===== src/rtl/mgmt_slv_pkg.sv =====
package mgmt_slv_pkg;
  typedef enum logic [2:0] {
    ST_IDLE,
    ST_START,
    ST_HDR,
    ST_TA1,
    ST_TA2,
    ST_DATA
  } st_e;

  localparam logic [1:0] OP_WR = 2'b01;
  localparam logic [1:0] OP_RD = 2'b10;
endpackage


===== src/rtl/mgmt_pre_sync.sv =====
module mgmt_pre_sync #(
  parameter int PRE_LEN = 32
) (
  input  logic clk_i,
  input  logic rst_ni,
  input  logic idle_i,
  input  logic bit_i,
  input  logic lose_i,
  output logic synced_o
);
  localparam int CW = $clog2(PRE_LEN + 1);

  logic [CW-1:0] ones_q;
  logic          synced_q;

  always_ff @(posedge clk_i or negedge rst_ni) begin
    if (!rst_ni) begin
      ones_q   <= '0;
      synced_q <= 1'b0;
    end else if (lose_i) begin
      ones_q   <= '0;
      synced_q <= 1'b0;
    end else if (idle_i) begin
      if (bit_i) begin
        if (ones_q != CW'(PRE_LEN)) ones_q <= ones_q + 1'b1;
        if (ones_q == CW'(PRE_LEN - 1)) synced_q <= 1'b1;
      end else begin
        ones_q <= '0;
      end
    end
  end

  assign synced_o = synced_q;

  // synchronization is only gained while idle on a sampled one
  a_r1_sync_on_one: assert property (@(posedge clk_i) disable iff (!rst_ni)
    $rose(synced_q) |-> $past(bit_i) && $past(idle_i));
endmodule


===== src/rtl/mgmt_rd_drv.sv =====
module mgmt_rd_drv #(
  parameter int DW = 16
) (
  input  logic          clk_i,
  input  logic          rst_ni,
  input  logic          load_i,
  input  logic          shift_i,
  input  logic          stop_i,
  input  logic [DW-1:0] rdata_i,
  output logic          mdio_o,
  output logic          mdio_oe_o
);
  logic [DW-1:0] sr_q;
  logic          oe_q;
  logic          o_q;

  always_ff @(posedge clk_i or negedge rst_ni) begin
    if (!rst_ni) begin
      sr_q <= '0;
      oe_q <= 1'b0;
      o_q  <= 1'b0;
    end else if (load_i) begin
      sr_q <= rdata_i;
      oe_q <= 1'b1;
      o_q  <= 1'b0;
    end else if (shift_i) begin
      o_q  <= sr_q[DW-1];
      sr_q <= {sr_q[DW-2:0], 1'b0};
    end else if (stop_i) begin
      oe_q <= 1'b0;
      o_q  <= 1'b0;
    end
  end

  assign mdio_o    = o_q;
  assign mdio_oe_o = oe_q;

  // driving always opens with the turnaround zero
  a_r3_ta_zero: assert property (@(posedge clk_i) disable iff (!rst_ni)
    $rose(oe_q) |-> !o_q);
endmodule


===== src/rtl/mgmt_serial_target.sv =====
module mgmt_serial_target #(
  parameter int AW      = 5,
  parameter int DW      = 16,
  parameter int PRE_LEN = 32
) (
  input  logic          mdc_i,
  input  logic          rst_ni,
  input  logic [AW-1:0] phy_addr_i,
  input  logic          mdio_i,
  output logic          mdio_o,
  output logic          mdio_oe_o,
  output logic [AW-1:0] reg_addr_o,
  output logic          reg_re_o,
  input  logic [DW-1:0] reg_rdata_i,
  output logic          reg_we_o,
  output logic [DW-1:0] reg_wdata_o
);
  import mgmt_slv_pkg::*;

  localparam int HW    = 2 + 2 * AW;
  localparam int CNT_W = $clog2((HW > DW) ? HW : DW);

  st_e             st_q;
  logic [CNT_W-1:0] cnt_q;
  logic [HW-2:0]   hdr_sr_q;
  logic [HW-1:0]   hdr_nxt;
  logic [DW-2:0]   wr_sr_q;
  logic            is_rd_q, hit_q;
  logic            synced, lose, load, shift, stop;
  logic [AW-1:0]   addr_q;
  logic [DW-1:0]   wdata_q;
  logic            we_q, re_q;

  assign hdr_nxt = {hdr_sr_q, mdio_i};

  always_comb begin
    lose = 1'b0;
    if (st_q == ST_HDR && cnt_q == CNT_W'(1) &&
        hdr_nxt[1:0] != OP_WR && hdr_nxt[1:0] != OP_RD) lose = 1'b1;
    if (!is_rd_q && st_q == ST_TA1 && !mdio_i) lose = 1'b1;
    if (!is_rd_q && st_q == ST_TA2 && mdio_i)  lose = 1'b1;
  end

  assign load  = (st_q == ST_TA1) && is_rd_q && hit_q;
  assign shift = is_rd_q && hit_q &&
                 (st_q == ST_TA2 || (st_q == ST_DATA && cnt_q != CNT_W'(DW - 1)));
  assign stop  = (st_q == ST_DATA) && (cnt_q == CNT_W'(DW - 1));

  mgmt_pre_sync #(.PRE_LEN(PRE_LEN)) u_sync (
    .clk_i   (mdc_i),
    .rst_ni  (rst_ni),
    .idle_i  (st_q == ST_IDLE),
    .bit_i   (mdio_i),
    .lose_i  (lose),
    .synced_o(synced)
  );

  mgmt_rd_drv #(.DW(DW)) u_drv (
    .clk_i    (mdc_i),
    .rst_ni   (rst_ni),
    .load_i   (load),
    .shift_i  (shift),
    .stop_i   (stop),
    .rdata_i  (reg_rdata_i),
    .mdio_o   (mdio_o),
    .mdio_oe_o(mdio_oe_o)
  );

  always_ff @(posedge mdc_i or negedge rst_ni) begin
    if (!rst_ni) begin
      st_q     <= ST_IDLE;
      cnt_q    <= '0;
      hdr_sr_q <= '0;
      wr_sr_q  <= '0;
      is_rd_q  <= 1'b0;
      hit_q    <= 1'b0;
      addr_q   <= '0;
      wdata_q  <= '0;
      we_q     <= 1'b0;
      re_q     <= 1'b0;
    end else begin
      we_q <= 1'b0;
      re_q <= 1'b0;
      unique case (st_q)
        ST_IDLE:  if (!mdio_i && synced) st_q <= ST_START;
        ST_START: begin
          cnt_q <= '0;
          st_q  <= mdio_i ? ST_HDR : ST_IDLE;
        end
        ST_HDR: begin
          hdr_sr_q <= hdr_nxt[HW-2:0];
          cnt_q    <= cnt_q + 1'b1;
          if (lose) begin
            st_q <= ST_IDLE;
          end else if (cnt_q == CNT_W'(HW - 1)) begin
            is_rd_q <= (hdr_nxt[HW-1:HW-2] == OP_RD);
            hit_q   <= (hdr_nxt[2*AW-1:AW] == phy_addr_i);
            if (hdr_nxt[2*AW-1:AW] == phy_addr_i) begin
              addr_q <= hdr_nxt[AW-1:0];
              re_q   <= (hdr_nxt[HW-1:HW-2] == OP_RD);
            end
            st_q <= ST_TA1;
          end
        end
        ST_TA1: st_q <= lose ? ST_IDLE : ST_TA2;
        ST_TA2: begin
          cnt_q <= '0;
          st_q  <= lose ? ST_IDLE : ST_DATA;
        end
        ST_DATA: begin
          wr_sr_q <= {wr_sr_q[DW-3:0], mdio_i};
          cnt_q   <= cnt_q + 1'b1;
          if (cnt_q == CNT_W'(DW - 1)) begin
            st_q <= ST_IDLE;
            if (!is_rd_q && hit_q) begin
              wdata_q <= {wr_sr_q, mdio_i};
              we_q    <= 1'b1;
            end
          end
        end
        default: st_q <= ST_IDLE;
      endcase
    end
  end

  assign reg_addr_o  = addr_q;
  assign reg_wdata_o = wdata_q;
  assign reg_we_o    = we_q;
  assign reg_re_o    = re_q;

  a_r9_strobes_exclusive: assert property (@(posedge mdc_i) disable iff (!rst_ni)
    !(reg_we_o && reg_re_o));
  a_r2_we_single: assert property (@(posedge mdc_i) disable iff (!rst_ni)
    reg_we_o |=> !reg_we_o);
  a_r3_re_single: assert property (@(posedge mdc_i) disable iff (!rst_ni)
    reg_re_o |=> !reg_re_o);
  a_r3_ta_release: assert property (@(posedge mdc_i) disable iff (!rst_ni)
    reg_re_o |-> !mdio_oe_o);
  a_r3_drive_follows: assert property (@(posedge mdc_i) disable iff (!rst_ni)
    reg_re_o |=> mdio_oe_o);
  a_r7_drive_needs_sync: assert property (@(posedge mdc_i) disable iff (!rst_ni)
    mdio_oe_o |-> synced);
endmodule


===== config.mk =====
export PLATFORM = sky130hd
export DESIGN_NAME = mgmt_serial_target
export DESIGN_NICKNAME = d
export VERILOG_FILES = /design/src/rtl/mgmt_slv_pkg.sv /design/src/rtl/mgmt_pre_sync.sv /design/src/rtl/mgmt_rd_drv.sv /design/src/rtl/mgmt_serial_target.sv
export SDC_FILE = /design/constraint.sdc
export NUM_CORES = 1
export LEC_CHECK = 0
export BUFFER_PORTS_ARGS = -buffer_cell sky130_fd_sc_hd__buf_2
export CORE_MARGIN = 1.5
export CORE_UTILIZATION = 57
export CTS_CLUSTER_SIZE = 28
export DETAILED_ROUTE_END_ITERATION = 10
export PLACE_DENSITY = 0.79
export SYNTH_ARGS = -nofsm -noshare
export SYNTH_HDL_FRONTEND = slang
export SYNTH_SLANG_ARGS = --single-unit

===== constraint.sdc =====
create_clock -name mdc_i -period 2.15 [get_ports mdc_i]
set_input_delay 0.215 -clock mdc_i [delete_from_list [all_inputs] [get_ports mdc_i]]
set_output_delay 0.215 -clock mdc_i [all_outputs]
set_load 0.005 [all_outputs]

; After elaboration in Yosys (flattened, before gate mapping)
; Index checks and enable logic that the tools add are counted.
[word_totals]
register_bits = 83
in_bits = 24
out_inout_bits = 25
wordCells = 107
[classes]
n_addsub = 2
n_eq_ne = 20
n_mux = 34
n_bitwise = 1
reduce_logical = 35
[ops]
columns = operator, count
row1 = two-way mux 16 bit, 2
row2 = two-way mux 6 bit, 4
row3 = two-way mux 1 bit, 19
row4 = two-way mux 3 bit, 6
row5 = case mux 3 bit (6 select lines), 1
row6 = logical AND 1 bit, 15
row7 = AND reduction 3 bit, 4
row8 = nonzero test 2 bit, 6
row9 = "== test 4 bit, second input constant", 2
row10 = case mux 4 bit (2 select lines), 1
row11 = "adder 6 x 1 -> 6 bit, second input constant", 1
row12 = "== test 3 x 2 -> 1 bit, second input constant", 2
row13 = "== test 3 bit, second input constant", 2
row14 = "== test 6 x 5 -> 1 bit, second input constant", 1
row15 = "!= test 2 bit, second input constant", 3
row16 = "!= test 6 bit, second input constant", 1
row17 = == test 5 bit, 1
row18 = "adder 4 x 1 -> 4 bit, second input constant", 1
row19 = "== test 4 x 1 -> 1 bit, second input constant", 1
row20 = "!= test 2 x 1 -> 1 bit, second input constant", 2
row21 = "!= test 4 bit, second input constant", 1
row22 = AND reduction 2 bit, 2
row23 = AND reduction 4 bit, 1
row24 = OR reduction 2 bit, 2
row25 = 10 further kinds, 11

; Logic depth before layout (Yosys ltp)
[logic_depth]
ltp_word = 9
depth_mapped = 7
ltp_nobuf = 5

; Cells and area by module
; A second synthesis with hierarchy kept.
[hier_totals]
hier_cells = 341
area_unflattened_um2 = 3847.4
[by_module_without_submodules]
columns = mod, n_inst, cells_each, area_per_inst_um2, seq_area_each_um2
row1 = mgmt_serial_target, 1, 221, 2582.5, 1451.4
row2 = mgmt_rd_drv, 1, 76, 817.0, 450.4
row3 = mgmt_pre_sync, 1, 44, 447.9, 175.2

; Worst setup path before layout
; Ideal clock, no wire load.
[synth_timing]
path_kind = register to register
from = register cnt_q[0]
to = register addr_q[0], in the netlist reg_addr_o[0]
setup_time_ps = 125
arrival_ps = 1866
required_ps = 2025
path_slack_ps = 159
path_stages_with_launch = 7
period_less_slack_ps = 1991
path_cell_list = dfrtp_1 > ha_1 > and2b_1 > nand4_4 > or4_4 > buf_6 > mux2_4
[synth_between]
elab_chain_cells = 9
elab_cells_between_ends = 10
classes_between = eq/ne: 2 / mux: 3 / bitwise: 1 / reduce/logical: 4
[synth_lines]
columns = element, line
row1 = from (decl), mgmt_serial_target.sv:24  ; logic [CNT_W-1:0] cnt_q;
row2 = from (signal assigned), mgmt_serial_target.sv:92  ; cnt_q <= cnt_q + 1'b1;
row3 = from (signal assigned), mgmt_serial_target.sv:112  ; cnt_q <= cnt_q + 1'b1;
row4 = == test 4 x 1 -> 1 bit, mgmt_serial_target.sv:38  ; if (st_q == ST_HDR && cnt_q == CNT_W'(1) &&
row5 = logical AND 1 bit (2 in series), mgmt_serial_target.sv:38
row6 = logical AND 1 bit, mgmt_serial_target.sv:39  ; hdr_nxt[1:0] != OP_WR && hdr_nxt[1:0] != OP_RD) lose = 1'b1;
row7 = two-way mux 1 bit, mgmt_serial_target.sv:38
row8 = two-way mux 1 bit, mgmt_serial_target.sv:40  ; if (!is_rd_q && st_q == ST_TA1 && !mdio_i) lose = 1'b1;
row9 = two-way mux 1 bit, mgmt_serial_target.sv:41  ; if (!is_rd_q && st_q == ST_TA2 && mdio_i) lose = 1'b1;
row10 = inverter 1 bit (no source line), --
row11 = AND reduction 4 bit (no source line) (*), --
row12 = to (signal assigned), mgmt_serial_target.sv:99  ; addr_q <= hdr_nxt[AW-1:0];
row13 = to (decl), mgmt_serial_target.sv:30  ; logic [AW-1:0] addr_q;
; Mark *: on every way between the ends. The rest lies on a longest branch, timed or not.
; A chain may end at the register's enable or synchronous reset.

; Final worst setup path
[layout_timing]
from = register cnt_q[1]
to = register addr_q[1], in the netlist reg_addr_o[1]
; The elaborated chain is that of the path after synthesis.

==> impl_results.md <==
- Clock network power share: 0.313
- Clock sinks: 83
- P_int: 2.74 mW
- Vias in the first global route: 2469
- Layout Skew: 10.6 ps
- Logic pwr share: 0.190
- Setup crit start kind: flip-flop
- Root Buffer: clkbuf_8
- Power Density: 886 nW/um^2
- DR vias/cell: 5.73
- Fraction of registers with async set/reset: 1.00
- I/O pin cnt: 49
- CP startpoint: cnt_q[1]
- Seq pwr share: 0.497
- Final Cell Area: 4290 um^2
- Number of synthesized flops with an enable pin: 0
- Core area: 6350 um^2
- P_leak: 2.28 nW
- Net Sw Frac: 0.280
- Critical Setup Path Class: reg2reg
- Residual DRC: 0
- PortBufs: 48
- Synth top area share: 0.556
- NetSw: 1.06 mW
- Slew of the pin with the lowest slew margin: 627 ps
- Synth unique cells: 51
- Outcome: complete, no violations
- CTS Buf Count: 9
- Mapped cell area: 3740 um^2
- Area after DPL: 4060 um^2
- Final number of max-transition violations: 0
- First-pass GRT wire length: 11400 um
- Mapped Avg Cell Area: 12.5 um^2
- Mapped Cells: 300
- Post-synth net total: 328
- Die Wd: 84.0 um
- Fmax: 495 MHz
- Wire per inst: 15.0 um
- Area of the die: 7050 um^2
- Worst-Skew Late Latency: 350 ps
- Top area cells in the synthesized netlist: dfrtp_1 (56%), mux2_2 (12%), a22o_1 (3.7%)
- Routed vias: 2487
- Ys Warns: 0
- Inst Count DP: 418
- Area leader, netlist: dfrtp_1
- Yosys reg bits: 83
- Detailed Place HPWL: 4320 um
- Initial antenna violation count: 0
- Total Routing Usage GR: 0.202
- GPL Wtd Cong: 0.824
- Worst hold-check path type: in2reg
- Final Critical Period: 2020 ps
- Largest net degree at the start of global routing: 84
- Area Growth Syn to Fin: 14.8%
- Pre-Repair DR Iteration Count: 4
- Worst-path maximum fanout: 7
- Peak VDD IR: 636 uV
- Max-Cap Viols: 0
- Worst-path clk slew: 80 ps
- Final Hold Viols: 0
- Hold-critical path depth: 3
- Final setup vio count: 0
- Routed Antenna Nets: 0
- Reg2reg setup slack: 130 ps
- Crit. End Element: flip-flop
- Worst EP required: 2380 ps
- R2R depth: 5
- Die Ht: 84.0 um
- Post-synth top flop: dfrtp_1
- Rel. slew slack: 0.580
- CTS tree: built
- Non-filler cells, final: 434
- Clk buf depth: 2
- N_diodes: 0
- Total Wirelength: 6510 um
- Gr ovfl total: 0
- Worst path arrival time: 2250 ps
- Depth of the CTS H-tree: 3
- Postcts setup bufs: 0
- Share of the yosys chip area belonging to registers: 0.556
- Layout cells sized above 1: 0.353
- RSZ-0062 raised after global routing: false
- Tcrit/Tclk final: 0.940
- FF-to-FF Start: cnt_q[1]
- Initial Util: 0.589
- Source of the worst hold timing path: reg_rdata_i[0]
- Initial DRC Count: 105
- Rows: 29
- Setup TNS: 0 ps
- Nets: 381
path summary, 6_finish.rpt:
check	to
hold reg to reg	u_drv.sr_q[15]
max in group asynchronous	cnt_q[2]
min in group asynchronous	wr_sr_q[14]
setup / recovery	reg_addr_o[1]
hold / removal	u_drv.sr_q[0]
setup reg to reg	reg_addr_o[1]
cell type report:
cell class	count	area [um^2]
well taps	77	96.3
flip-flops and latches	83	2080
inverters	4	15.0
multi-input cells	196	1550
fillers	459	2060
clock inverters	6	90.1
clock buffers	9	124
repair buffers	59	340
power by group through the flow:
stage / Combinational (mW) / Sequential [mW] / Clock (mW)
final: 0.721 / 1.89 / 1.19
after global routing: 0.806 / 1.92 / 1.29
after CTS: 0.726 / 1.89 / 1.22
after detailed placement: 0.720 / 1.92 / 0
after global placement: 0.694 / 1.91 / 0
after floorplan: 0.540 / 1.87 / 0
synthesized netlist by cell type, drive strengths merged (2+ instances only):
library cell	count
a211oi	3
a21o	15
a21oi	8
a22o	16
a31oi	3
and3	2
buf	11
clkbuf	6
dfrtp	83
ha	4
inv	4
mux2	45
nand2	20
nand2b	7
nand3	10
nand3b	2
nor2	16
nor2b	3
nor3b	2
o21ai	10
o22ai	2
o31ai	2
or3	2
or4	3
xnor2	5
xor2	2
per-layer routing:
layer / part of all wire / GRT usage / up-vias
met5: 0 / 0 / -
met3: 0.042 / 0.0475 / 9
met4: 0.011 / 0.0849 / 0
met2: 0.47 / 0.306 / 65
met1: 0.47 / 0.280 / 1232
li1: - / - / 1181
stage by stage:
stage	hold slack [ps]	total power [mW]	utilization	setup slack, ps
after floorplan	-80.6	2.41	-	159
after global placement	279	2.60	0.640	197
after detailed placement	278	2.64	0.640	112
after CTS	73.2	3.84	0.675	114
after global routing	108	4.01	0.676	55.4
final	91.1	3.80	0.676	130
flip-flops by register name (all words and copies together) (netlist names):
signal / flops
reg_wdata_o: 16
u_drv.sr_q: 16
wr_sr_q: 15
hdr_sr_q: 11
u_sync.ones_q: 6
reg_addr_o: 5
cnt_q: 4
st_q: 3
hit_q: 1
is_rd_q: 1
reg_re_o: 1
reg_we_o: 1
u_drv.mdio_o: 1
u_drv.mdio_oe_o: 1
u_sync.synced_o: 1
cell families after synthesis:
group,share of synthesized area
multiplexers,0.143
buffers and inverters,0.0308
XOR/XNOR,0.0164
flip-flops,0.556
AND/OR/NAND/NOR,0.113
AO/OA/AOI/OAI,0.127
adder cells (fa/ha/maj),0.0134
worst max-delay path, cell delays in order, from the launching register on:
cell,delay [ps]
dfrtp_1,400
ha_1,200
and2b_1,190
nand4_4,140
or4_4,650
mux2_4,330
cells in the final DEF, fill, tap and decap left out, types with 2 or more instances in the layout:
cell type,instances
dfrtp_1,83
buf_2,47
mux2_2,40
nand2_1,19
a22o_1,16
a21o_1,15
nor2_1,14
nand3_1,10
buf_4,10
o21ai_0,9
clkbuf_8,9
a21oi_1,8
nand2b_1,7
xnor2_1,5
mux2_4,5
inv_1,4
ha_1,4
nor2b_1,3
a31oi_1,3
xor2_1,2
o22ai_1,2
o31ai_1,2
or3_1,2
or4_1,2
nand3b_1,2
a211oi_1,2
bufinv_16,2
what timing repair did:
item | 4_1_cts | 5_1_grt
setup endpoints to repair | 0 | 1
gates resized for setup | 0 | 1
endpoints found under the hold margin | 83 | 0
hold buffers | 1 | 0
Power figures use the tool's default switching activity.
